`src/rtl/lrt_pkg.sv`:
```
package lrt_pkg;

  typedef enum logic [1:0] {
    ST_IDLE   = 2'd0,
    ST_ACTIVE = 2'd1,
    ST_STOP   = 2'd2,
    ST_DRAIN  = 2'd3
  } lrt_state_e;

  typedef enum logic [1:0] {
    RSN_NONE  = 2'b00,
    RSN_RETRY = 2'b01,
    RSN_DISC  = 2'b10
  } lrt_reason_e;

endpackage

```
`src/rtl/lrt_rst_sync.sv`:
```
module lrt_rst_sync #(
  parameter int STAGES = 2
) (
  input  logic clk,
  input  logic rst_n,
  output logic rst_sync_n
);

  logic [STAGES-1:0] sync_q;

  always_ff @(posedge clk or negedge rst_n) begin
    if (!rst_n) sync_q <= '0;
    else        sync_q <= {sync_q[STAGES-2:0], 1'b1};
  end

  assign rst_sync_n = sync_q[STAGES-1];

endmodule

```
`src/rtl/lrt_phase_timer.sv`:
```
module lrt_phase_timer #(
  parameter int FIRST_LIM = 16,
  parameter int NEXT_LIM  = 8
) (
  input  logic clk,
  input  logic rst_n,
  input  logic load_i,
  input  logic load_first_i,
  input  logic tick_i,
  output logic expired_o,
  output logic first_o
);

  localparam int CW = $clog2(FIRST_LIM + 1);
  localparam logic [CW-1:0] FIRST_V = CW'(FIRST_LIM);
  localparam logic [CW-1:0] NEXT_V  = CW'(NEXT_LIM);

  logic [CW-1:0] cnt_d, cnt_q;
  logic          first_d, first_q;
  logic [CW-1:0] limit;

  generate
    if (FIRST_LIM == NEXT_LIM) begin : g_one_limit
      assign limit = FIRST_V;
    end else begin : g_two_limits
      assign limit = first_q ? FIRST_V : NEXT_V;
    end
  endgenerate

  always_comb begin
    cnt_d   = cnt_q;
    first_d = first_q;
    if (load_i) begin
      cnt_d   = CW'(1);
      first_d = load_first_i;
    end else if (tick_i) begin
      cnt_d = cnt_q + CW'(1);
    end
  end

  always_ff @(posedge clk or negedge rst_n) begin
    if (!rst_n) begin
      cnt_q   <= '0;
      first_q <= 1'b0;
    end else if (load_i || tick_i) begin
      cnt_q   <= cnt_d;
      first_q <= first_d;
    end
  end

  assign expired_o = (cnt_q == limit);
  assign first_o   = first_q;

  // the count never passes the allowance of the current phase
  a_r3_no_overflow: assert property (@(posedge clk) disable iff (!rst_n)
    cnt_q <= limit);

  // a later phase is never measured against the long limit
  a_r5_next_limit: assert property (@(posedge clk) disable iff (!rst_n)
    (load_i && !load_first_i) |=> (!first_o && !expired_o));

endmodule

```
`src/rtl/lrt_phase_ctl.sv`:
```
module lrt_phase_ctl
  import lrt_pkg::*;
(
  input  logic        clk,
  input  logic        rst_n,
  input  logic        frame_i,
  input  logic        burst_i,
  input  logic        xfer_i,
  input  logic        expired_i,
  input  logic        first_i,
  output logic        load_o,
  output logic        load_first_o,
  output logic        tick_o,
  output logic        stop_o,
  output logic [1:0]  reason_o
);

  lrt_state_e  state_d, state_q;
  lrt_reason_e reason_d, reason_q;

  always_comb begin
    state_d      = state_q;
    reason_d     = reason_q;
    load_o       = 1'b0;
    load_first_o = 1'b0;
    tick_o       = 1'b0;
    unique case (state_q)
      ST_IDLE: begin
        if (frame_i) begin
          state_d      = ST_ACTIVE;
          load_o       = 1'b1;
          load_first_o = 1'b1;
        end
      end
      ST_ACTIVE: begin
        if (xfer_i) begin
          if (burst_i && frame_i) begin
            load_o = 1'b1;
          end else begin
            state_d = frame_i ? ST_DRAIN : ST_IDLE;
          end
        end else if (expired_i) begin
          state_d  = ST_STOP;
          reason_d = first_i ? RSN_RETRY : RSN_DISC;
        end else begin
          tick_o = 1'b1;
        end
      end
      ST_STOP: begin
        if (!frame_i) begin
          state_d  = ST_IDLE;
          reason_d = RSN_NONE;
        end
      end
      ST_DRAIN: begin
        if (!frame_i) state_d = ST_IDLE;
      end
      default: begin
        state_d  = ST_IDLE;
        reason_d = RSN_NONE;
      end
    endcase
  end

  always_ff @(posedge clk or negedge rst_n) begin
    if (!rst_n) begin
      state_q  <= ST_IDLE;
      reason_q <= RSN_NONE;
    end else begin
      state_q  <= state_d;
      reason_q <= reason_d;
    end
  end

  assign stop_o   = (state_q == ST_STOP);
  assign reason_o = reason_q;

  // a reason is reported exactly while stop is raised
  a_r1_reason_matches_stop: assert property (@(posedge clk) disable iff (!rst_n)
    stop_o == (reason_o != RSN_NONE));

  // stop is held while frame is sampled high
  a_r7_stop_hold: assert property (@(posedge clk) disable iff (!rst_n)
    (stop_o && frame_i) |=> (stop_o && $stable(reason_o)));

  // stop falls only after frame was sampled low
  a_r7_release_on_frame: assert property (@(posedge clk) disable iff (!rst_n)
    $fell(stop_o) |-> !$past(frame_i));

  // a completing edge never raises stop
  a_r6_no_stop_on_xfer: assert property (@(posedge clk) disable iff (!rst_n)
    $rose(stop_o) |-> !$past(xfer_i));

  // after an ended access with frame high, no stop appears
  a_r9_drain_quiet: assert property (@(posedge clk) disable iff (!rst_n)
    (state_q == ST_DRAIN) |=> !stop_o);

endmodule

```
`src/rtl/lat_retry_timer.sv`:
```
module lat_retry_timer #(
  parameter int FIRST_LIM = 16,
  parameter int NEXT_LIM  = 8
) (
  input  logic       clk,
  input  logic       rst_n,
  input  logic       frame_i,
  input  logic       burst_i,
  input  logic       rdy_i,
  input  logic       phase_done_i,
  output logic       stop_o,
  output logic [1:0] stop_reason_o
);

  logic rst_sync_n;
  logic xfer;
  logic load, load_first, tick, expired, first;

  assign xfer = rdy_i & phase_done_i;

  lrt_rst_sync #(.STAGES(2)) u_rst (
    .clk        (clk),
    .rst_n      (rst_n),
    .rst_sync_n (rst_sync_n)
  );

  lrt_phase_timer #(.FIRST_LIM(FIRST_LIM), .NEXT_LIM(NEXT_LIM)) u_timer (
    .clk          (clk),
    .rst_n        (rst_sync_n),
    .load_i       (load),
    .load_first_i (load_first),
    .tick_i       (tick),
    .expired_o    (expired),
    .first_o      (first)
  );

  lrt_phase_ctl u_ctl (
    .clk          (clk),
    .rst_n        (rst_sync_n),
    .frame_i      (frame_i),
    .burst_i      (burst_i),
    .xfer_i       (xfer),
    .expired_i    (expired),
    .first_i      (first),
    .load_o       (load),
    .load_first_o (load_first),
    .tick_o       (tick),
    .stop_o       (stop_o),
    .reason_o     (stop_reason_o)
  );

  // while stop is held with frame high, handshakes change nothing
  a_r8_ready_ignored: assert property (@(posedge clk) disable iff (!rst_sync_n)
    (stop_o && frame_i && xfer) |=> (stop_o && $stable(stop_reason_o)));

endmodule

```
`config.mk`:
```
export PLATFORM = sky130hd
export DESIGN_NAME = lat_retry_timer
export DESIGN_NICKNAME = d
export VERILOG_FILES = /design/src/rtl/lrt_pkg.sv /design/src/rtl/lrt_rst_sync.sv /design/src/rtl/lrt_phase_timer.sv /design/src/rtl/lrt_phase_ctl.sv /design/src/rtl/lat_retry_timer.sv
export SDC_FILE = /design/constraint.sdc
export NUM_CORES = 1
export LEC_CHECK = 0
export BUFFER_PORTS_ARGS = -buffer_cell sky130_fd_sc_hd__buf_2
export CORE_MARGIN = 2
export CORE_UTILIZATION = 30
export CTS_CLUSTER_SIZE = 40
export DETAILED_ROUTE_END_ITERATION = 7
export GPL_TIMING_DRIVEN = 0
export PLACE_DENSITY = 0.58
export RECOVER_POWER = 100
export SLEW_MARGIN = 10
export SYNTH_ARGS = -nofsm -noshare
export SYNTH_HDL_FRONTEND = slang
export SYNTH_SLANG_ARGS = --single-unit
```
`constraint.sdc`:
```
create_clock -name clk -period 1.85 [get_ports clk]
set_clock_uncertainty 0.05 [all_clocks]
set_input_delay 0.555 -clock clk [delete_from_list [all_inputs] [get_ports clk]]
set_output_delay 0.555 -clock clk [all_outputs]
set_load 0.02 [all_outputs]
```
* Yosys cells after proc, flatten, opt, wreduce, memory -nomap -nowiden
Index checks and enable logic that the tools add are counted.
Storage, ports and cells: flip-flop bits (word level) 12, output and inout port bits 3, logic and storage cells 50, bits of input ports 6
Cells by class: muxes and demuxes 22, add/subtract/negate cells 1, eq/ne operators 11, bitwise operators 1, reductions and logical operators 10
Operators by type and width (count):
- two-way mux 2 bit | 9
- two-way mux 5 bit | 3
- inequality test 2 bit, second input constant | 5
- AND reduction 4 bit | 2
- two-way mux 1 bit | 7
- case mux 2 bit (3 select lines) | 1
- adder 5 x 1 -> 5 bit, second input constant | 1
- == test 5 bit | 1
- == test 2 bit, second input constant | 2
- case mux 2 bit (2 select lines) | 1
- AND reduction 2 bit | 2
- nonzero test 2 bit | 2
- inequality test 3 x 2 -> 1 bit, second input constant | 1
- inequality test 3 bit, second input constant | 1
- == test 2 x 1 -> 1 bit, second input constant | 1
- zero test 2 bit | 1
- case mux 1 bit (2 select lines) | 1
- OR reduction 2 bit | 1
- bitwise AND 1 bit | 1
- logical AND 1 bit | 1
- logical OR 1 bit | 1

* Depth between registers and ports, before layout
depth after elaboration 7, gate-level depth with buffers 6, mapped depth without buffers 6

* Cells and area by module
Synthesis repeated with hierarchy kept, for this count alone.
Second synthesis, totals: cell total of the unflattened synthesis 59, area total of the unflattened synthesis 629.4 um^2
Modules (own cells, without submodules):
- lrt_phase_timer | sequential area each 150.1 um^2, times used 1, area each 339.1 um^2, cells an instance 31
- lrt_phase_ctl | sequential area each 100.1 um^2, times used 1, area each 230.2 um^2, cells an instance 24
- lrt_rst_sync | sequential area each 50.0 um^2, times used 1, area each 53.8 um^2, cells an instance 3
- lat_retry_timer | sequential area each 0.0 um^2, times used 1, area each 6.3 um^2, cells an instance 1

* Least setup slack after synthesis
OpenSTA, ideal clock, no wires.
path type input to register, start in rdy_i, end reg u_timer.cnt_q[2], required time 1722 ps, path slack 264 ps, data arrival time 1458 ps, library setup time 78 ps, buffers on the path 0, stages on the path 4, cell sequence a21oi_1 -> nand3_1 -> or3_2 -> a21oi_1
Between the ends: longest elaborated chain between the ends 5, elaborated cells on any way between the ends 9, classes of those cells mux: 5; bitwise: 1; reduce/logical: 3
RTL lines:
- from (decl) | RTL line lat_retry_timer.sv:9 | input logic rdy_i,
- bitwise AND 1 bit (*) | RTL line lat_retry_timer.sv:19 | assign xfer = rdy_i & phase_done_i;
- two-way mux 1 bit | RTL line lrt_phase_ctl.sv:36 | if (xfer_i) begin
- case mux 1 bit (2 select lines) or two-way mux 1 bit (tied branches) | RTL line lrt_phase_ctl.sv:27 | unique case (state_q)
- nonzero test 2 bit (no source line) or logical OR 1 bit (tied branches)
- AND reduction 2 bit (no source line)
- to (signal assigned) | RTL line lrt_phase_timer.sv:46 | cnt_q <= cnt_d;
- to (decl) | RTL line lrt_phase_timer.sv:18 | logic [CW-1:0] cnt_d, cnt_q;
Every way passes the cells marked *; elsewhere a longest branch is shown, timed or not. A chain may end at the register's enable or synchronous reset.

* Worst setup path in the final report
start reg u_ctl.state_q[1], end out stop_o
Between the ends: longest elaborated chain between the ends 1
RTL lines:
- from (decl) | RTL line lrt_phase_ctl.sv:18 | lrt_state_e state_d, state_q;
- from (signal assigned) | RTL line lrt_phase_ctl.sv:70 | state_q <= state_d;
- == test 2 bit | RTL line lrt_phase_ctl.sv:75 | assign stop_o = (state_q == ST_STOP);
- to (decl) | RTL line lat_retry_timer.sv:11 | output logic stop_o,
No other way between the ends.

==> results.py <==
metrics = {
    "sta": {
        "setup_viol": 0,
        "max_freq_ghz": 0.6079,
        "fin_crit_ps": 1645,
        "maxSlewViolCount": 0,
        "hold_ws_ps": 13.44,
        "tns_ps": 0,
        "rsz0062_at_grt": "no",
        "period_share_pct": 88.91,
        "hold_viol_final": 0,
    },
    "floorplanning": {
        "initial_core_util_pct": 31.18,
        "io_pins": 9,
        "die_h_um": 48.70,
        "num_rows": 16,
        "fp.dieArea_mm2": 0.002371,
        "coreArea_mm2": 0.001922,
        "die_width_um": 48.70,
    },
    "synth": {
        "ys_ff_latch": 12,
        "seq_area_frac_synth_pct": 50.10,
        "synth_cells": 60,
        "synth.distinct_cells": 25,
        "synth_nets": 68,
        "synth_warnings": 0,
        "synthesis.area_um2": 599.3,
        "synth_area_per_cell_um2": 9.989,
    },
    "min_path": {
        "hold_class": "input port to async pin",
    },
    "setup_path": {
        "crit_fanout": 5,
        "cp_data_required_time_ps": 1240,
        "path_class": "flop to output pin",
        "reg2reg_from": "u_timer.cnt_q[0]$_DFFE_PN0P_",
        "critPathLaunch": "u_ctl.state_q[1]$_DFFE_PN0P_",
        "critical_path.endpoint_type": "output pin",
        "rr_worst_depth": 6,
        "start_kind": "flop",
        "worst_ep_arrival_time_ps": 1040,
    },
    "drt": {
        "drt-total-wl_mm": 1.011,
        "num_vias": 434,
        "wl_per_cell_um": 10.32,
        "ant_nets": 0,
        "drt-initial-drc-count": 6,
        "drc": 0,
        "drt_pass1_iterations": 4,
        "via_per_inst": 4.429,
    },
    "power_and_ir_drop": {
        "p_clk_share_pct": 19.9,
        "switchingPower_uw": 253.6,
        "power_density_mw_per_mm2": 1096,
        "switching_share_pct": 33.55,
        "internal-power_uw": 502.3,
        "power.total_uw": 755.9,
        "irDropWorstVdd_uv": 613.2,
        "leakage_nw": 0.3354,
        "pwr-share-comb_pct": 29.8,
        "pwr-share-seq_pct": 50.3,
    },
    "final_layout": {
        "drive_gt1_share_pct": 15.49,
        "layout_commonest_cell": "dfrtp_1",
        "diodes": 0,
        "layout.cells.most_common_list": "12 x dfrtp_1, 6 x nand2_1",
        "fin_nets": 81,
        "design_area_um2": 689.4,
        "area_growth_pct": 15.03,
        "final_cells": 98,
        "fill_cells": 212,
    },
    "placed_design": {
        "placed_area_um2": 673.1,
        "port_buffers": 8,
        "post-place-cells": 95,
        "gp_congestion": 0.7820,
        "dp_hpwl_um": 793.4,
    },
    "global_routing": {
        "grt.total_usage_pct": 9.646,
        "grt_max_degree": 11,
        "grt_first_pass_wirelength_mm": 1.752,
        "grt_pass1_vias": 381,
        "grt_overflow": 0,
        "antenna_found_initial": 0,
    },
    "job": {
        "maxCapViolations": 0,
    },
    "clock_network": {
        "cts_resized": 0,
        "cts.sinks": 12,
        "post_cts_buffers": 0,
        "htree_levels": 1,
        "clk_path_buf_depth": 2,
        "clk_transition_reported_paths_ps": 70,
        "hold_buffers": 0,
        "root_buffer": "clkbuf_4",
        "cts_buffers": 3,
        "cts_tree": "built",
        "clkLatencyLatePin_ps": 270,
    },
    "run_status": {
        "status": "finished, final reports clean",
    },
}
==> cells in the mapped netlist, drive strengths merged <==
cell / instances / area [um^2]
nand2b: 2 / 12.51
nand3: 5 / 25.02
inv: 3 / 11.26
clkbuf: 1 / 3.750
ha: 2 / 25.02
conb: 1 / 3.750
xor2: 2 / 17.52
a21oi: 6 / 33.78
or3b: 1 / 8.760
nor2: 5 / 21.27
or2b: 1 / 7.510
a311o: 1 / 10.01
nand3b: 1 / 7.510
nand2: 6 / 22.52
mux2i: 3 / 30.03
and3: 2 / 13.77
nor2b: 1 / 6.260
nor4bb: 1 / 10.01
dfrtp: 12 / 300.3
mux2: 1 / 11.26
or3: 1 / 7.510
o21ai: 2 / 10.01
==> per-stage QoR <==
stage	util (%)	worst slack (ps)
finish	35.87	205.1
global route	35.87	94.95
CTS	36.20	189.4
detailed placement	35.03	-7.336
global placement	35.03	-8.500
floorplan	-	263.7
==> sequential cells by signal (all words and copies together), names as in the netlist <==
name             cells
u_ctl.reason_o       2
u_timer.cnt_q        5
u_ctl.state_q        2
u_timer.first_o      1
u_rst.sync_q         2
==> logic make-up (layout without fill, tap and decap cells) <==
group / count (synthesis) / in the layout / synth area share, %
adder cells (fa/ha/maj): 2 / 2 / 4.175
flip-flops: 12 / 12 / 50.10
other: 1 / 1 / 0.6257
multiplexers: 4 / 4 / 6.889
AND/OR/NAND/NOR: 26 / 26 / 23.80
buffers and inverters: 4 / 15 / 2.504
AO/OA/AOI/OAI: 9 / 9 / 8.977
XOR/XNOR: 2 / 2 / 2.923
==> layer usage <==
metal	GRT usage [%]	part of all wire, %
met1	12.75	50
met2	14.16	42
met3	6.173	8.4
met4	0	0
met5	0	0
==> worst paths after layout <==
path	to	slack (ps)
max in group asynchronous	u_timer.cnt_q[2]$_DFFE_PN0P_	1350
hold / removal	u_rst.sync_q[1]$_DFF_PN0_	10
setup / recovery	stop_o	210
setup reg to reg	u_timer.cnt_q[1]$_DFFE_PN0P_	240
min in group clk	u_rst.sync_q[1]$_DFF_PN0_	310
hold reg to reg	u_timer.cnt_q[4]$_DFFE_PN0P_	110
==> power by group through the flow <==
stage          registers, mW  logic, mW  clock network [mW]
2_1_floorplan          0.382      0.172                   0
3_3_place_gp           0.384      0.225                   0
3_5_place_dp           0.385      0.234                   0
4_1_cts                0.380      0.235               0.159
5_1_grt                0.397      0.257               0.169
6_report               0.380      0.225               0.150
==> cell type report <==
| cell class | count | area [um^2] | share of cell area, % |
|---|---|---|---|
| Buffer | 1 | 3.754 | 0.5445 |
| Clock buffer | 3 | 22.52 | 3.267 |
| Inverter | 3 | 11.26 | 1.633 |
| Multi-Input combinational cell | 44 | 281.5 | 40.83 |
| Sequential cell | 12 | 300.3 | 43.56 |
| Tap cell | 27 | 33.78 | 4.900 |
| Timing Repair Buffer | 8 | 36.28 | 5.263 |
==> critical path: stages, from the launching register on <==
cell     delay, ps
dfrtp_1        400
nor2b_1        190
buf_2          190
(Power assumes the default switching activity.)
